$ cat config.mk
export PLATFORM = sky130hd
export DESIGN_NAME = irq_src_enc
export DESIGN_NICKNAME = d
export VERILOG_FILES = /design/src/rtl/irq_src_enc_pkg.sv /design/src/rtl/irq_src_prio.sv /design/src/rtl/irq_src_lanes.sv /design/src/rtl/irq_src_enc.sv
export SDC_FILE = /design/constraint.sdc
export NUM_CORES = 1
export LEC_CHECK = 0
export BUFFER_PORTS_ARGS = -buffer_cell sky130_fd_sc_hd__buf_2
export CAP_MARGIN = 20
export CORE_ASPECT_RATIO = 1.2
export CORE_MARGIN = 2
export CORE_UTILIZATION = 43
export DETAILED_ROUTE_END_ITERATION = 12
export PLACE_DENSITY = 0.81
export SYNTH_ARGS = -nofsm -noshare
export SYNTH_HDL_FRONTEND = slang
export SYNTH_SLANG_ARGS = --single-unit
$ cat constraint.sdc
create_clock -name clk -period 2.6 [get_ports clk]
set_clock_uncertainty 0.1 [all_clocks]
set_input_delay 0.65 -clock clk [delete_from_list [all_inputs] [get_ports clk]]
set_output_delay 0.65 -clock clk [all_outputs]
set_load 0.01 [all_outputs]
$ cat src/rtl/irq_src_enc_pkg.sv
package irq_src_enc_pkg;
   localparam int HALF_W = 16;
   localparam int DATA_W = 32;

   typedef enum logic [1:0] {
      SZ_BYTE  = 2'b00,
      SZ_HALF  = 2'b01,
      SZ_WORD  = 2'b10,
      SZ_WORD2 = 2'b11
   } acc_size_e;

   localparam int SLOT_SRC  = 0;
   localparam int SLOT_MASK = 1;
endpackage

$ cat src/rtl/irq_src_prio.sv
module irq_src_prio #(
   parameter int N      = 16,
   parameter int CODE_W = 16
) (
   input  logic [N-1:0]      active,
   output logic [CODE_W-1:0] code
);
   localparam int MAX_CODE = (N + 1) * 4;

   generate
      if (MAX_CODE >= (1 << CODE_W)) begin : g_bad_width
         $error("irq_src_prio: CODE_W too narrow for N");
      end
   endgenerate

   // Scan from the top so the lowest set index is the last to assign.
   always_comb begin
      code = '0;
      for (int i = N - 1; i >= 0; i--) begin
         if (active[i]) code = CODE_W'((i + 1) * 4);
      end
   end
endmodule

$ cat src/rtl/irq_src_lanes.sv
module irq_src_lanes
   import irq_src_enc_pkg::*;
#(
   parameter int ADDR_W = 12,
   localparam int IDX_W = ADDR_W - 1
) (
   input  logic              bus_wr,
   input  logic [1:0]        bus_size,
   input  logic [ADDR_W-1:0] bus_addr,
   input  logic [DATA_W-1:0] bus_wdata,
   input  logic [HALF_W-1:0] hw_rd0,
   input  logic [HALF_W-1:0] hw_rd1,
   output logic [IDX_W-1:0]  idx0,
   output logic [IDX_W-1:0]  idx1,
   output logic              wr0_en,
   output logic [HALF_W-1:0] wr0_data,
   output logic              wr1_en,
   output logic [HALF_W-1:0] wr1_data,
   output logic [DATA_W-1:0] bus_rdata
);
   acc_size_e sz;
   logic      is_byte, is_word, hi_lane;

   assign sz      = acc_size_e'(bus_size);
   assign is_byte = (sz == SZ_BYTE);
   assign is_word = (sz == SZ_WORD) || (sz == SZ_WORD2);
   assign hi_lane = bus_addr[0];

   assign idx0 = bus_addr[ADDR_W-1:1];
   assign idx1 = idx0 + IDX_W'(1);

   // First slot: whole halfword, or a byte merged into the current value.
   always_comb begin
      wr0_en = bus_wr;
      if (is_byte) begin
         if (hi_lane) wr0_data = {bus_wdata[7:0], hw_rd0[7:0]};
         else         wr0_data = {hw_rd0[15:8], bus_wdata[7:0]};
      end else begin
         wr0_data = bus_wdata[HALF_W-1:0];
      end
   end

   // Second slot only for word accesses.
   assign wr1_en   = bus_wr && is_word;
   assign wr1_data = bus_wdata[DATA_W-1:HALF_W];

   always_comb begin
      if (is_word)      bus_rdata = {hw_rd1, hw_rd0};
      else if (is_byte) bus_rdata = {24'd0, hi_lane ? hw_rd0[15:8] : hw_rd0[7:0]};
      else              bus_rdata = {16'd0, hw_rd0};
   end
endmodule

$ cat src/rtl/irq_src_enc.sv
module irq_src_enc
   import irq_src_enc_pkg::*;
#(
   parameter int NUM_LINES = 16,
   parameter int ADDR_W    = 12
) (
   input  logic                 clk,
   input  logic                 rst_n,
   input  logic [NUM_LINES-1:0] irq_lines,
   input  logic                 bus_wr,
   input  logic [1:0]           bus_size,
   input  logic [ADDR_W-1:0]    bus_addr,
   input  logic [DATA_W-1:0]    bus_wdata,
   output logic [DATA_W-1:0]    bus_rdata,
   output logic                 irq_o
);
   localparam int IDX_W  = ADDR_W - 1;
   localparam int N_SLOT = 2;

   generate
      if (NUM_LINES < 1 || NUM_LINES > HALF_W) begin : g_bad_lines
         $error("irq_src_enc: NUM_LINES must be 1..16");
      end
      if (ADDR_W < 3) begin : g_bad_addr
         $error("irq_src_enc: ADDR_W must cover two halfwords");
      end
   endgenerate

   logic [NUM_LINES-1:0] pend_q, mask_q, active;
   logic [HALF_W-1:0]    src_code, mask_half;

   logic [IDX_W-1:0]  idx   [N_SLOT];
   logic              wr_en [N_SLOT];
   logic [HALF_W-1:0] wr_dat[N_SLOT];
   logic [HALF_W-1:0] rd_hw [N_SLOT];

   assign active = pend_q & mask_q;
   assign irq_o  = |active;

   irq_src_prio #(.N(NUM_LINES), .CODE_W(HALF_W)) u_prio (
      .active (active),
      .code   (src_code)
   );

   generate
      if (NUM_LINES < HALF_W) begin : g_pad
         assign mask_half = {{(HALF_W-NUM_LINES){1'b0}}, mask_q};
      end else begin : g_full
         assign mask_half = mask_q;
      end
   endgenerate

   // Per-slot halfword read decode.
   generate
      for (genvar k = 0; k < N_SLOT; k++) begin : g_slot
         always_comb begin
            if (idx[k] == IDX_W'(SLOT_SRC))       rd_hw[k] = src_code;
            else if (idx[k] == IDX_W'(SLOT_MASK)) rd_hw[k] = mask_half;
            else                                  rd_hw[k] = '0;
         end
      end
   endgenerate

   irq_src_lanes #(.ADDR_W(ADDR_W)) u_lanes (
      .bus_wr    (bus_wr),
      .bus_size  (bus_size),
      .bus_addr  (bus_addr),
      .bus_wdata (bus_wdata),
      .hw_rd0    (rd_hw[0]),
      .hw_rd1    (rd_hw[1]),
      .idx0      (idx[0]),
      .idx1      (idx[1]),
      .wr0_en    (wr_en[0]),
      .wr0_data  (wr_dat[0]),
      .wr1_en    (wr_en[1]),
      .wr1_data  (wr_dat[1]),
      .bus_rdata (bus_rdata)
   );

   always_ff @(posedge clk) begin
      if (!rst_n) pend_q <= '0;
      else        pend_q <= irq_lines;
   end

   // The two slots never address the same halfword, so at most one hits.
   always_ff @(posedge clk) begin
      if (!rst_n) begin
         mask_q <= '0;
      end else if (wr_en[0] && idx[0] == IDX_W'(SLOT_MASK)) begin
         mask_q <= wr_dat[0][NUM_LINES-1:0];
      end else if (wr_en[1] && idx[1] == IDX_W'(SLOT_MASK)) begin
         mask_q <= wr_dat[1][NUM_LINES-1:0];
      end
   end
endmodule

# [Word-level counts from Yosys, hierarchy flattened]
# Index checks and enable logic that the tools add are counted.
[word_totals] output_inout_bits=33 inputBits=65 regBits=32
[classes] n_addsub=1 reduce_logical=9 muxes=27 eq_ne=4 bitwise_logic=1
[ops] op="16-bit two-way mux" n=9
[ops] op="7-bit two-way mux" n=16
[ops] op="32-bit two-way mux" n=1
[ops] op="11-bit by 1-bit == test with 1-bit output, second input constant" n=2
[ops] op="11-bit logical NOT" n=2
[ops] op="16-bit bitwise AND" n=1
[ops] op="16-bit OR reduction" n=1
[ops] op="11-bit by 1-bit adder with 11-bit output, second input constant" n=1
[ops] op="8-bit two-way mux" n=1
[ops] op="2-bit == test, second input constant" n=2
[ops] op="1-bit logical AND" n=3
[ops] op="2-bit logical NOT" n=1
[ops] op="2-bit nonzero test" n=1
[ops] op="1-bit logical OR" n=1

# [Depth between registers and ports, before layout]
[logic_depth] ltp_word=21 depth_mapped=7 depth_no_buf=4

# [Cells and area by module]
# From an unflattened synthesis, not the netlist that was laid out.
[hier_totals] cells_unflattened=346 hier_area_um2=2937.8
[by_module_without_submodules] mod="irq_src_enc" seq_area_each_um2=640.6 area_per_inst_um2=1735.4 cells_per_inst=180 n_inst=1
[by_module_without_submodules] mod="irq_src_lanes" seq_area_each_um2=0.0 area_per_inst_um2=949.7 cells_per_inst=123 n_inst=1
[by_module_without_submodules] mod="irq_src_prio" seq_area_each_um2=0.0 area_per_inst_um2=252.7 cells_per_inst=43 n_inst=1

# [Worst setup path before layout]
# Ideal clock, no wire load.
[synth_timing] kind="input to output" startpoint="in bus_addr[9]" endpoint="out bus_rdata[2]" path_stages=4 arrival_time_ns=2.071 slack_ns=-0.221 t_required_ns=1.850 path_cell_list="or4_4 > nor4_4 > nand2b_1 > o32ai_1"
[synth_between] elab_chain_cells=6 elab_cells_between_ends=7 classes_between="eq/ne: 1; mux: 5; reduce/logical: 1"
[synth_lines] element="start: declaration" line="irq_src_enc.sv:12" source="input logic [ADDR_W-1:0] bus_addr,"
[synth_lines] element="11-bit by 1-bit == test with 1-bit output" line="irq_src_enc.sv:58" source="else if (idx[k] == IDX_W'(SLOT_MASK)) rd_hw[k] = mask_half;"
[synth_lines] element="16-bit two-way mux" line="irq_src_enc.sv:58"
[synth_lines] element="16-bit two-way mux (*)" line="irq_src_enc.sv:57" source="if (idx[k] == IDX_W'(SLOT_SRC)) rd_hw[k] = src_code;"
[synth_lines] element="8-bit two-way mux" line="irq_src_lanes.sv:49" source="else if (is_byte) bus_rdata = {24'd0, hi_lane ? hw_rd0[15:8] : hw_rd0[7:0]};"
[synth_lines] element="16-bit two-way mux" line="irq_src_lanes.sv:49"
[synth_lines] element="32-bit two-way mux (*)" line="irq_src_lanes.sv:48" source="if (is_word) bus_rdata = {hw_rd1, hw_rd0};"
[synth_lines] element="end: declaration" line="irq_src_enc.sv:14" source="output logic [DATA_W-1:0] bus_rdata,"
# Every way passes the cells marked *; elsewhere a longest branch is shown, timed or not.

# [Worst setup path in the final report]
# Same ends and word-level chain as after synthesis.

==> reports/qor.tcl <==
set qor(cts-root-to-sink-buffers) 2
set qor(timing_max_transition_violations_final) 0
set qor(synth_ff_type) {dfxtp_1}
set qor(grt_max_degree) 33
set qor(setup.reg_to_reg.worst_slack_ps) 1310
set qor(die_area_um2) 5630
set qor(critPathLaunch) {bus_addr[9]}
set qor(number_of_placement_rows) 28
set qor(global_route.usage.met3_pct) 4.93
set qor(synthArstFlopShare_pct) 0
set qor(p_leak_nw) 1.53
set qor(synth_cell_types) 45
set qor(worst_slew_pin_slew_ps) 507
set qor(crit_path_cell_trace) {buf_6, or4_4, nor4_4, nand2b_1, o32ai_2, buf_2}
set qor(post-route-period-util_pct) 114
set qor(cpMaxStageDelayCell) {or4_4}
set qor(timing.critical_path.from_type) {input port}
set qor(synth_enable_flop_cells) 0
set qor(timing.fmax_mhz) 339
set qor(status) {finished, violations left}
set qor(setup_total_negative_slack_ps) -6200
set qor(powerDensity_nw_per_um2) 314
set qor(gp_routability_congestion) 0.941
set qor(number_of_global_route_vias_before_repair) 2515
set qor(antenna_viol_nets_final) 0
set qor(grt.total_usage_pct) 28.8
set qor(worst_ir_drop_vdd_mv) 0.294
set qor(min_from) {irq_lines[8]}
set qor(n_fill_cell) 366
set qor(min_path_cells) 2
set qor(r2r-start) {mask_half[10]$_SDFFE_PN0P_}
set qor(syn-cell-area_um2) 2170
set qor(num-nets-final) 458
set qor(numClockSinks) 32
set qor(fp.coreArea_um2) 4900
set qor(dr_vias) 2754
set qor(rr_worst_depth) 5
set qor(synthesis.yosys.warnings) 0
set qor(cts-buffers-inserted) 5
set qor(hold_path.class) {in2reg}
set qor(detailed_place_hpwl_um) 5970
set qor(detail_route.drc_violations) 0
set qor(timing.final.hold_violations) 0
set qor(cts.clk_slew.worst_paths_ps) 60
set qor(dieWidth_um) 68.8
set qor(report.final.setup_viol) 27
set qor(syn-num-nets) 328
set qor(syn_area_per_cell_um2) 8.24
set qor(seq_area_frac_synth_pct) 29.6
set qor(maxSlewHeadroom_pct) 66.0
set qor(arrival_ps) 2200
set qor(port-buffer-count) 97
set qor(max_cap_violations) 0
set qor(grt_most_used_layer) {met2}
set qor(boundary_pins) 98
set qor(layout-drive-gt1-share_pct) 48.5
set qor(ctsHtreeMaxLevel) 2
set qor(synth_seq_cells) 32
set qor(floorplan.initialDensity_pct) 44.2
set qor(worst_hold_slack_ps) 469
set qor(min_period_ps) 2950
set qor(detail_route.wl_per_cell_um) 18.0
set qor(cts_root_buffer) {clkbuf_8}
set qor(critPathKind) {in2out}
set qor(routed_via_density) 6.07
set qor(critPathMaxStageDelay_ps) 550
set qor(grt_setup_unrepaired) {true}
set qor(syn_to_final_growth_pct) 57.6
set qor(number_of_diodes_added_for_antenna_fixing) 0
set qor(min_delay_worst_endpoint) {pend_q[8]$_SDFF_PN0_}
set qor(failed_checks) {setup timing}
set qor(groute.layer.met2.usage_pct) 51.1
set qor(post_synth_inst_count) 263
set qor(clkLatencyLatePin_ps) 280
set qor(die_h_um) 81.8
set qor(postCtsHoldBufs) 0
set qor(critical_path.max_fanout) 3
set qor(drt-initial-drc-count) 275
set qor(detail_route.wirelength_um) 8170
set qor(met1_usage_pct) 33.0
set qor(grt_first_pass_wirelength_um) 11900
set qor(fin_worst_setup_slack_ps) -353
set qor(worstReg2RegEnd) {mask_half[10]$_SDFFE_PN0P_}
set qor(antenna_found_initial) 0
set qor(gr-total-overflow) 0
set qor(cp_required_ps) 1850
set qor(clock_tree_from_tritoncts) {yes}
set qor(detail_route.first_pass.iterations) 8
set qor(element_type_at_the_critical_path_end) {output port}
## placed cells by master, fill, tap and decap left out, types with 4 or more instances in the layout
cell	instances
mux2i_1	25
a21oi_1	10
a21o_1	4
and2_4	5
and3_1	6
and3_4	5
o21ai_0	26
and2_1	23
buf_6	23
nor2_1	8
nand2_1	16
nand4_1	6
a22oi_1	4
dfxtp_1	31
inv_1	7
clkbuf_8	6
buf_2	80
buf_4	35
## sequential cells by signal, indices dropped and copies added, names as in the netlist
name	count
mask_half	16
pend_q	16
## critical path, delay by kind of cell
kind	cells	cell delay [ps]
compound gates	1	220
buf+inv	2	250
simple gates	3	1070
## worst max-delay path by stage
stage | to | slack, ps | cells past startpoint
global route | bus_rdata[3] | -430 | 6
floorplan | bus_rdata[2] | -160 | 4
CTS | bus_rdata[2] | -350 | 6
detailed placement | bus_rdata[18] | -370 | 7
global placement | bus_rdata[18] | -320 | 7
finish | bus_rdata[2] | -350 | 6
## through the flow
step / power, W / instances / area (µm²) / utilization (%) / setup WS, ps
2_1_floorplan: 0.000587 / 263 / 2240 / - / -160
3_3_place_gp: 0.000674 / 441 / 3020 / 61.6 / -317
3_5_place_dp: 0.000677 / 441 / 3020 / 61.6 / -372
4_1_cts: 0.00107 / 452 / 3270 / 66.7 / -346
5_1_grt: 0.00112 / 454 / 3420 / 69.6 / -430
6_report: 0.00107 / 454 / 3420 / 69.6 / -353
## power by group
group	switching (W)	total (W)	internal, W	leakage (nW)
Clock	0.000172	0.000387	0.000215	0.0455
Sequential	0.00000942	0.000513	0.000504	0.263
Combinational	0.0000806	0.000171	0.0000903	1.22
## kinds of logic (layout without fill, tap and decap cells)
| kind of cell | after synthesis | after routing | share of synthesized area [%] |
|---|---|---|---|
| AND/OR/NAND/NOR | 102 | 102 | 27.7 |
| AO/OA/AOI/OAI | 76 | 76 | 24.7 |
| flip-flops | 32 | 32 | 29.6 |
| multiplexers | 29 | 29 | 13.5 |
| buffers and inverters | 24 | 155 | 4.62 |
## synthesized netlist by cell type, types with 2 or more instances
| master | n | area (µm²) |
|---|---|---|
| dfxtp_1 | 32 | 641 |
| and2_1 | 28 | 175 |
| mux2i_1 | 27 | 270 |
| o21ai_0 | 26 | 130 |
| nand2_1 | 17 | 63.8 |
| and3_1 | 11 | 68.8 |
| clkbuf_1 | 11 | 41.3 |
| nor2_1 | 11 | 41.3 |
| a21oi_1 | 10 | 50.1 |
| inv_1 | 7 | 26.3 |
| nand3_1 | 6 | 30.0 |
| nand4_1 | 6 | 37.5 |
| a22oi_1 | 5 | 37.5 |
| buf_2 | 5 | 25.0 |
| nor4_1 | 5 | 31.3 |
| a21o_1 | 4 | 30.0 |
| a22o_1 | 3 | 26.3 |
| a32oi_1 | 3 | 26.3 |
| o2111a_1 | 3 | 33.8 |
| o211ai_1 | 3 | 22.5 |
| o221a_1 | 3 | 33.8 |
| or3_1 | 3 | 18.8 |
| a211oi_1 | 2 | 15.0 |
| a21boi_0 | 2 | 15.0 |
| a222oi_1 | 2 | 20.0 |
| and4_1 | 2 | 17.5 |
| mux2_2 | 2 | 22.5 |
| nor2b_1 | 2 | 12.5 |
| o221a_2 | 2 | 22.5 |
| o31ai_1 | 2 | 15.0 |
| o32ai_1 | 2 | 17.5 |
| or2_2 | 2 | 12.5 |
| or4_4 | 2 | 22.5 |
## timing repair
action / CTS / global route
buffers inserted: 3 / 2
gates resized for setup: 26 / 30
endpoints found under the setup margin: 32 / 32
pin swaps: 13 / 14
gates cloned: 0 / 0
## layer usage
| metal | part of all wire [%] | wire (µm) |
|---|---|---|
| met4 | 4.5 | 368 |
| met1 | 36 | 2940 |
| met3 | 9.7 | 796 |
| met2 | 50 | 4060 |
| met5 | 0 | 0 |
## cell type report
class,instances,area [µm²],area share [%]
clock buffers,8,90.1,2.64
inverters,7,26.3,0.769
repair buffers,140,957,28.0
well taps,60,75.1,2.20
multi-input cells,207,1630,47.6
flip-flops and latches,32,642,18.8
(Power assumes the default switching activity.)
